File: src/rtl/rgbs_pkg.sv
package rgbs_pkg;

    localparam int CH_W    = 8;
    localparam int FIELD_W = 2;
    localparam int N_THR   = 3;
    localparam int SCORE_W = CH_W + 3;
    localparam int LVL_W   = $clog2(N_THR + 1);
    localparam int CODE_W  = 4 * FIELD_W;
    localparam int IDX_W   = $clog2(N_THR + 1);

    typedef logic [CH_W-1:0]    chan_t;
    typedef logic [SCORE_W-1:0] score_t;
    typedef logic [LVL_W-1:0]   level_t;
    typedef logic [CODE_W-1:0]  code_t;

    typedef struct packed {
        logic [FIELD_W-1:0] r;
        logic [FIELD_W-1:0] g;
        logic [FIELD_W-1:0] b;
    } hue_t;

    function automatic score_t pair_score(chan_t r, chan_t g, chan_t b);
        score_t zr, zg, zb;
        zr = score_t'(r);
        zg = score_t'(g);
        zb = score_t'(b);
        return (zr + zg) + (zg + zb) + (zr + zb);
    endfunction

    function automatic hue_t top_bits(chan_t r, chan_t g, chan_t b);
        hue_t h;
        h.r = r[CH_W-1 -: FIELD_W];
        h.g = g[CH_W-1 -: FIELD_W];
        h.b = b[CH_W-1 -: FIELD_W];
        return h;
    endfunction

    function automatic code_t pack_code(hue_t h, level_t s);
        return {h.r, h.g, h.b, s[FIELD_W-1:0]};
    endfunction

    function automatic logic [3:0] reduce_code(code_t c);
        return {c[CODE_W-1], c[CODE_W-1-FIELD_W], c[CODE_W-1-2*FIELD_W], c[FIELD_W-1]};
    endfunction

endpackage

File: src/rtl/rgbs_thresh_bank.sv
module rgbs_thresh_bank
    import rgbs_pkg::*;
#(
    parameter logic [N_THR*SCORE_W-1:0] THR_INIT = {11'd1152, 11'd768, 11'd384}
) (
    input  logic             clk,
    input  logic             rst,
    input  logic             wr_en,
    input  logic [IDX_W-1:0] wr_idx,
    input  score_t           wr_val,
    output score_t           thr_q [N_THR]
);

    for (genvar i = 0; i < N_THR; i++) begin : g_thr
        always_ff @(posedge clk) begin
            if (rst) begin
                thr_q[i] <= THR_INIT[i*SCORE_W +: SCORE_W];
            end else if (wr_en && (wr_idx == IDX_W'(i))) begin
                thr_q[i] <= wr_val;
            end
        end
    end

endmodule

File: src/rtl/rgbs_grade_stage.sv
module rgbs_grade_stage
    import rgbs_pkg::*;
(
    input  logic   clk,
    input  logic   rst,
    input  logic   px_valid,
    input  chan_t  px_r,
    input  chan_t  px_g,
    input  chan_t  px_b,
    input  score_t thr [N_THR],
    output logic   st_valid,
    output hue_t   st_hue,
    output level_t st_level
);

    score_t             score;
    logic [N_THR-1:0]   reached;
    level_t             level;

    assign score = pair_score(px_r, px_g, px_b);

    for (genvar i = 0; i < N_THR; i++) begin : g_cmp
        assign reached[i] = (score >= thr[i]);
    end

    always_comb begin
        level = '0;
        for (int i = 0; i < N_THR; i++) begin
            level = level + level_t'(reached[i]);
        end
    end

    always_ff @(posedge clk) begin
        if (rst) begin
            st_valid <= 1'b0;
            st_hue   <= '0;
            st_level <= '0;
        end else begin
            st_valid <= px_valid;
            if (px_valid) begin
                st_hue   <= top_bits(px_r, px_g, px_b);
                st_level <= level;
            end
        end
    end

endmodule

File: src/rtl/rgbs_pack_stage.sv
module rgbs_pack_stage
    import rgbs_pkg::*;
(
    input  logic       clk,
    input  logic       rst,
    input  logic       st_valid,
    input  hue_t       st_hue,
    input  level_t     st_level,
    output logic       q_valid,
    output code_t      q_code,
    output logic [3:0] q_nibble
);

    code_t code_d;
    assign code_d = pack_code(st_hue, st_level);

    always_ff @(posedge clk) begin
        if (rst) begin
            q_valid  <= 1'b0;
            q_code   <= '0;
            q_nibble <= '0;
        end else begin
            q_valid <= st_valid;
            if (st_valid) begin
                q_code   <= code_d;
                q_nibble <= reduce_code(code_d);
            end
        end
    end

endmodule

File: src/rtl/rgbs_quantizer.sv
module rgbs_quantizer
    import rgbs_pkg::*;
#(
    parameter logic [N_THR*SCORE_W-1:0] THR_INIT = {11'd1152, 11'd768, 11'd384}
) (
    input  logic               clk,
    input  logic               rst,
    input  logic               in_valid,
    input  logic [CH_W-1:0]    in_r,
    input  logic [CH_W-1:0]    in_g,
    input  logic [CH_W-1:0]    in_b,
    input  logic               thr_we,
    input  logic [IDX_W-1:0]   thr_idx,
    input  logic [SCORE_W-1:0] thr_data,
    output logic               out_valid,
    output logic [CODE_W-1:0]  out_code,
    output logic [3:0]         out_nibble
);

    score_t thr [N_THR];
    logic   st_valid;
    hue_t   st_hue;
    level_t st_level;

    rgbs_thresh_bank #(.THR_INIT(THR_INIT)) u_bank (
        .clk    (clk),
        .rst    (rst),
        .wr_en  (thr_we),
        .wr_idx (thr_idx),
        .wr_val (thr_data),
        .thr_q  (thr)
    );

    rgbs_grade_stage u_grade (
        .clk      (clk),
        .rst      (rst),
        .px_valid (in_valid),
        .px_r     (in_r),
        .px_g     (in_g),
        .px_b     (in_b),
        .thr      (thr),
        .st_valid (st_valid),
        .st_hue   (st_hue),
        .st_level (st_level)
    );

    rgbs_pack_stage u_pack (
        .clk      (clk),
        .rst      (rst),
        .st_valid (st_valid),
        .st_hue   (st_hue),
        .st_level (st_level),
        .q_valid  (out_valid),
        .q_code   (out_code),
        .q_nibble (out_nibble)
    );

endmodule

File: config.mk
export PLATFORM = sky130hd
export DESIGN_NAME = rgbs_quantizer
export DESIGN_NICKNAME = d
export VERILOG_FILES = /design/src/rtl/rgbs_pkg.sv /design/src/rtl/rgbs_thresh_bank.sv /design/src/rtl/rgbs_grade_stage.sv /design/src/rtl/rgbs_pack_stage.sv /design/src/rtl/rgbs_quantizer.sv
export SDC_FILE = /design/constraint.sdc
export NUM_CORES = 1
export LEC_CHECK = 0
export ABC_AREA = 1
export ABC_CLOCK_PERIOD_IN_PS = 5100
export BUFFER_PORTS_ARGS = -buffer_cell sky130_fd_sc_hd__buf_2
export CORE_ASPECT_RATIO = 2
export CORE_UTILIZATION = 59
export CTS_CLUSTER_SIZE = 16
export DETAILED_ROUTE_END_ITERATION = 10
export PLACE_DENSITY = 0.85
export SLEW_MARGIN = 5
export SYNTH_ARGS = -nofsm -noshare
export SYNTH_HDL_FRONTEND = slang
export SYNTH_HIERARCHICAL = 1
export SYNTH_SLANG_ARGS = --single-unit
File: constraint.sdc
create_clock -name clk -period 5.1 [get_ports clk]
set_input_delay 0.765 -clock clk [delete_from_list [all_inputs] [get_ports clk]]
set_output_delay 0.765 -clock clk [all_outputs]
set_load 0.01 [all_outputs]
== Yosys cells after proc, flatten, opt, wreduce, memory -nomap -nowiden ==
Cells that the tools add are included.
Storage, ports and cells
  input bits: 41
  logic and storage cells: 27
  flip-flop bits (word level): 55
  output and inout port bits: 13
Cells by class
  reduce and logical (&&, ||, !) cells: 4
  order comparisons: 3
  eq/ne operators: 2
  add/sub/neg operators: 7
Operators with widths (number)
  >= comparator 11 bit: 3
  adder 8 x 8 -> 9 bit: 3
  adder 11 bit: 2
  logical AND 1 bit: 3
  adder 1 x 1 -> 2 bit: 1
  adder 2 x 1 -> 2 bit: 1
  == test 2 x 1 -> 1 bit (second input constant): 1
  == test 2 bit (second input constant): 1
  zero test 2 bit: 1

== Logic depth before layout (Yosys ltp) ==
  depth after elaboration: 6
  gate-level depth with buffers: 28
  mapped depth without buffers: 28

== Modules after synthesis ==
Netlist, hierarchy kept.
By module, submodules not included
  rgbs_grade_stage: area each 2230.9 um^2, sequential area each 180.2 um^2, cells each 331, instances 1
  rgbs_thresh_bank: area each 1400.1 um^2, sequential area each 660.6 um^2, cells each 207, instances 1
  rgbs_pack_stage: area each 399.1 um^2, sequential area each 180.2 um^2, cells each 58, instances 1

== Worst setup path after synthesis ==
No wires, ideal clock.
  path type: in2reg
  start point: input in_r[0]
  end point: register u_grade.st_level[0]
  buffers on the path: 0
  required time: 5.030 ns
  slack: 0.811 ns
  stages on the path: 20
  arrival time: 4.219 ns
  cell sequence: nand2_1 inv_1 fa_1 xnor2_1 fa_1 inv_1 ha_1 fa_1 a21oi_1 xnor2_1 ha_1 nand2_1 inv_1 nand2_1 nand2_1 nand3_1 nand3_1 fa_1 nand2_1 a21oi_1
Between the ends
  longest elaborated chain between the ends: 6
  elaborated cells on any way between the ends: 9
  those cells by class: add/sub: 6; order compare: 3
RTL lines
  from (decl): RTL line rgbs_quantizer.sv:9  | input logic [CH_W-1:0] in_r,
  adder 8 x 8 -> 9 bit: RTL line rgbs_pkg.sv:27  | return (zr + zg) + (zg + zb) + (zr + zb);
  adder 11 bit: RTL line rgbs_pkg.sv:27
  adder 11 bit (*): RTL line rgbs_pkg.sv:27
  >= comparator 11 bit: RTL line rgbs_grade_stage.sv:23  | assign reached[i] = (score >= thr[i]);
  adder 1 x 1 -> 2 bit: RTL line rgbs_grade_stage.sv:29  | level = level + level_t'(reached[i]);
  adder 2 x 1 -> 2 bit (*): RTL line rgbs_grade_stage.sv:29
  named net u_grade.level[0]: RTL line rgbs_grade_stage.sv:18  | level_t level;
  to (signal assigned): RTL line rgbs_grade_stage.sv:42  | st_level <= level;
  to (decl): RTL line rgbs_grade_stage.sv:13  | output level_t st_level
Mark *: on every way through the listed nets, which the timed path passes. The rest lies on a longest branch.
A chain may end at the register's enable or synchronous reset.

== Worst setup path after layout ==
Ends and elaborated chain as after synthesis.

==> impl_metrics.toml <==
[cells_and_area]
drive_above_1_share = 0.1099
fin_nets = 742
final_common_cell = "nand2_1"
stdcell_count = 725
areaGrowthSynthToFinish_pct = 9.655
antenna_cells = 0
fin_area_um2 = 4419
mostFrequentLayoutCells = "nand2_1, inv_1, nor2_1"

[timing]
hold_violations = 0
fin_crit_ps = 4426
fin_crit_sh = 0.8679
rsz0062_at_grt = "false"
slew_headroom = 0.3426
fmax_mhz = 225.9
tns_ps = 0
hold_ws_ps = 467.0
fin_skew_ps = 5.181
setup_violations = 0
worstMarginPinSlew_ps = 985.0
final_max_slew_viol_count = 0

[route]
vias = 3601
wire_per_inst_um = 11.42
first_iter_violations = 128
antenna_left = 0
drt-total-wl_mm = 8.280
avgViaCountPerCell = 4.967
drc = 0
dr.pass1.iters = 4

[yosys]
synthCells = 596
synth-seq-cells = 51
yosys_warnings = 6
syn_area_um2 = 4030
synth.distinct_cells = 24
postSynthAreaPerCell_um2 = 6.762
synth_nets = 702
yosysSeqAreaShare = 0.2533

[grt]
grt_usage = 0.2539
grt-ovfl-total = 0
grt_pass1_vias = 3521
grt_pass1_wl_mm = 14.14
grt_max_degree = 34
antenna_found_initial = 0

[worst_setup_path]
crit_arrival_ps = 4610
cp.buffers_inverters = 3
end_kind = "flip-flop"
cp_top_family = "adder cells"
cpMostUsedCell = "nand2_1"
critPathMaxFanout = 3
crit_type = "input port to flip-flop"
cpMaxStageDelayCell = "fa_1"
start_kind = "input port"
worst_ep_required_time_ps = 5280
crit_chain = "buf_2, nand2_1, inv_1, fa_1, xnor2_1, fa_1, inv_1, ha_1, fa_1, nand3_1, nand3_1, nand2_1, nand2_1, ha_1, nand2_1, nor2_1, nand2_1, nor2_1, nand2_1, nand3_1, fa_1, nand2_1, a21oi_1"
critPathMaxStageDelay_ps = 480

[clock_network]
path_clk_slew_ps = 70
cts.sinks = 51
root_buffer = "clkbuf_16"
cts_buffers = 5
clockBufferDepth = 2
ctsResizeCount = 0
cts_setup_buffers = 0
clk_latency_ps = 290
cts_tree = "yes"
htreeDepth = 2
cts_hold_buf = 0

[floorplan]
num_rows = 42
core-area_um2 = 6621
die_h_um = 118.9
ios = 54
start_util = 0.6087
die_area_um2 = 7185
die_x_um = 60.44

[worst_hold_path]
min_path_type = "flip-flop to flip-flop"

[pwr]
leakage_nw = 2.509
peakVddDrop_v = 0.0001903
p_total_w = 0.001823
powerDensity_nw_per_um2 = 412.6

[placement]
gp_congestion = 0.8718
dpl.cell_count = 717
dp_hpwl_mm = 6.606
portBuffers = 53
dpl_cell_area_um2 = 4265

[status]
outcome = "completed"

[flow_run]
drv_cap = 0
## metal layers
| metal | vias up | global-route usage | wire (um) |
|---|---|---|---|
| met5 | - | 0 | 0 |
| li1 | 1872 | - | - |
| met2 | 62 | 0.4794 | 4604 |
| met1 | 1645 | 0.2451 | 3082 |
| met3 | 22 | 0.03692 | 226 |
| met4 | 0 | 0.1321 | 366 |
## through the flow
step                        util  setup slack, ps
after floorplan                -            811.1
after global placement    0.6442            438.6
after detailed placement  0.6442            398.7
after CTS                 0.6674            673.0
after global routing      0.6674            269.2
final                     0.6674            673.5
## worst paths after layout
path	start	to	slack, ps	cells past startpoint
worst max-delay path	in_r[0]	u_grade/st_level[0]	670	23
worst min-delay path	u_bank/thr_q[29]	u_bank/thr_q[29]	470	2
worst max register to register	u_bank/thr_q[2]	u_grade/st_level[0]	2990	9
worst min register to register	u_bank/thr_q[29]	u_bank/thr_q[29]	470	2
## sequential cells by signal (all words and copies together), names as in the netlist
register,count
u_bank/thr_q,33
u_pack/q_code,8
u_grade/st_hue,6
u_grade/st_level,2
u_grade/st_valid,1
u_pack/q_valid,1
## worst register-to-register path, cell delays in order, from the launching register on
cell     delay [ps]
dfxtp_1         330
inv_1            50
ha_1            290
nand2_1          50
o21ai_0         430
nand3_1         160
nand3_1         130
fa_1            430
nand2_1          80
a21oi_1          60
## area by class of cell
| class | instances | area, um^2 |
|---|---|---|
| well taps | 88 | 110.1 |
| multi-input cells | 394 | 2377 |
| repair buffers | 53 | 265.3 |
| inverters | 131 | 491.7 |
| clock inverters | 3 | 28.78 |
| flip-flops and latches | 51 | 1021 |
| fillers | 621 | 2202 |
| clock buffers | 5 | 125.1 |
## cells in the mapped netlist, drive strengths merged
master / instances / share of area
fa: 18 / 0.089
o21ai: 3 / 0.0037
o21a: 3 / 0.0056
inv: 131 / 0.12
clkbuf: 3 / 0.0028
a21boi: 1 / 0.0019
xnor2: 2 / 0.0043
buf: 17 / 0.032
xor2: 4 / 0.0087
ha: 47 / 0.15
nor2: 78 / 0.074
nand3: 39 / 0.052
a21oi: 36 / 0.045
nand4: 6 / 0.0093
dfxtp: 51 / 0.25
a211oi: 3 / 0.0056
nand2: 154 / 0.14
## power by group
group | total [W] | internal, W | switching (W)
Sequential | 0.000441 | 0.000426 | 0.0000156
Clock | 0.000346 | 0.000187 | 0.000159
Combinational | 0.00104 | 0.000417 | 0.000619
Total | 0.00182 | 0.00103 | 0.000794
## cell families after synthesis
| family | Yosys count | share of synthesized area |
|---|---|---|
| and+or+nand+nor | 277 | 0.2800 |
| buffers and inverters | 151 | 0.1568 |
| adders and majority gates | 65 | 0.2353 |
| DFF | 51 | 0.2533 |
| AOI/OAI and AO/OA | 46 | 0.06147 |
| xor gates and xnor gates | 6 | 0.01304 |
Note: power is estimated with default switching activity, not from simulation.
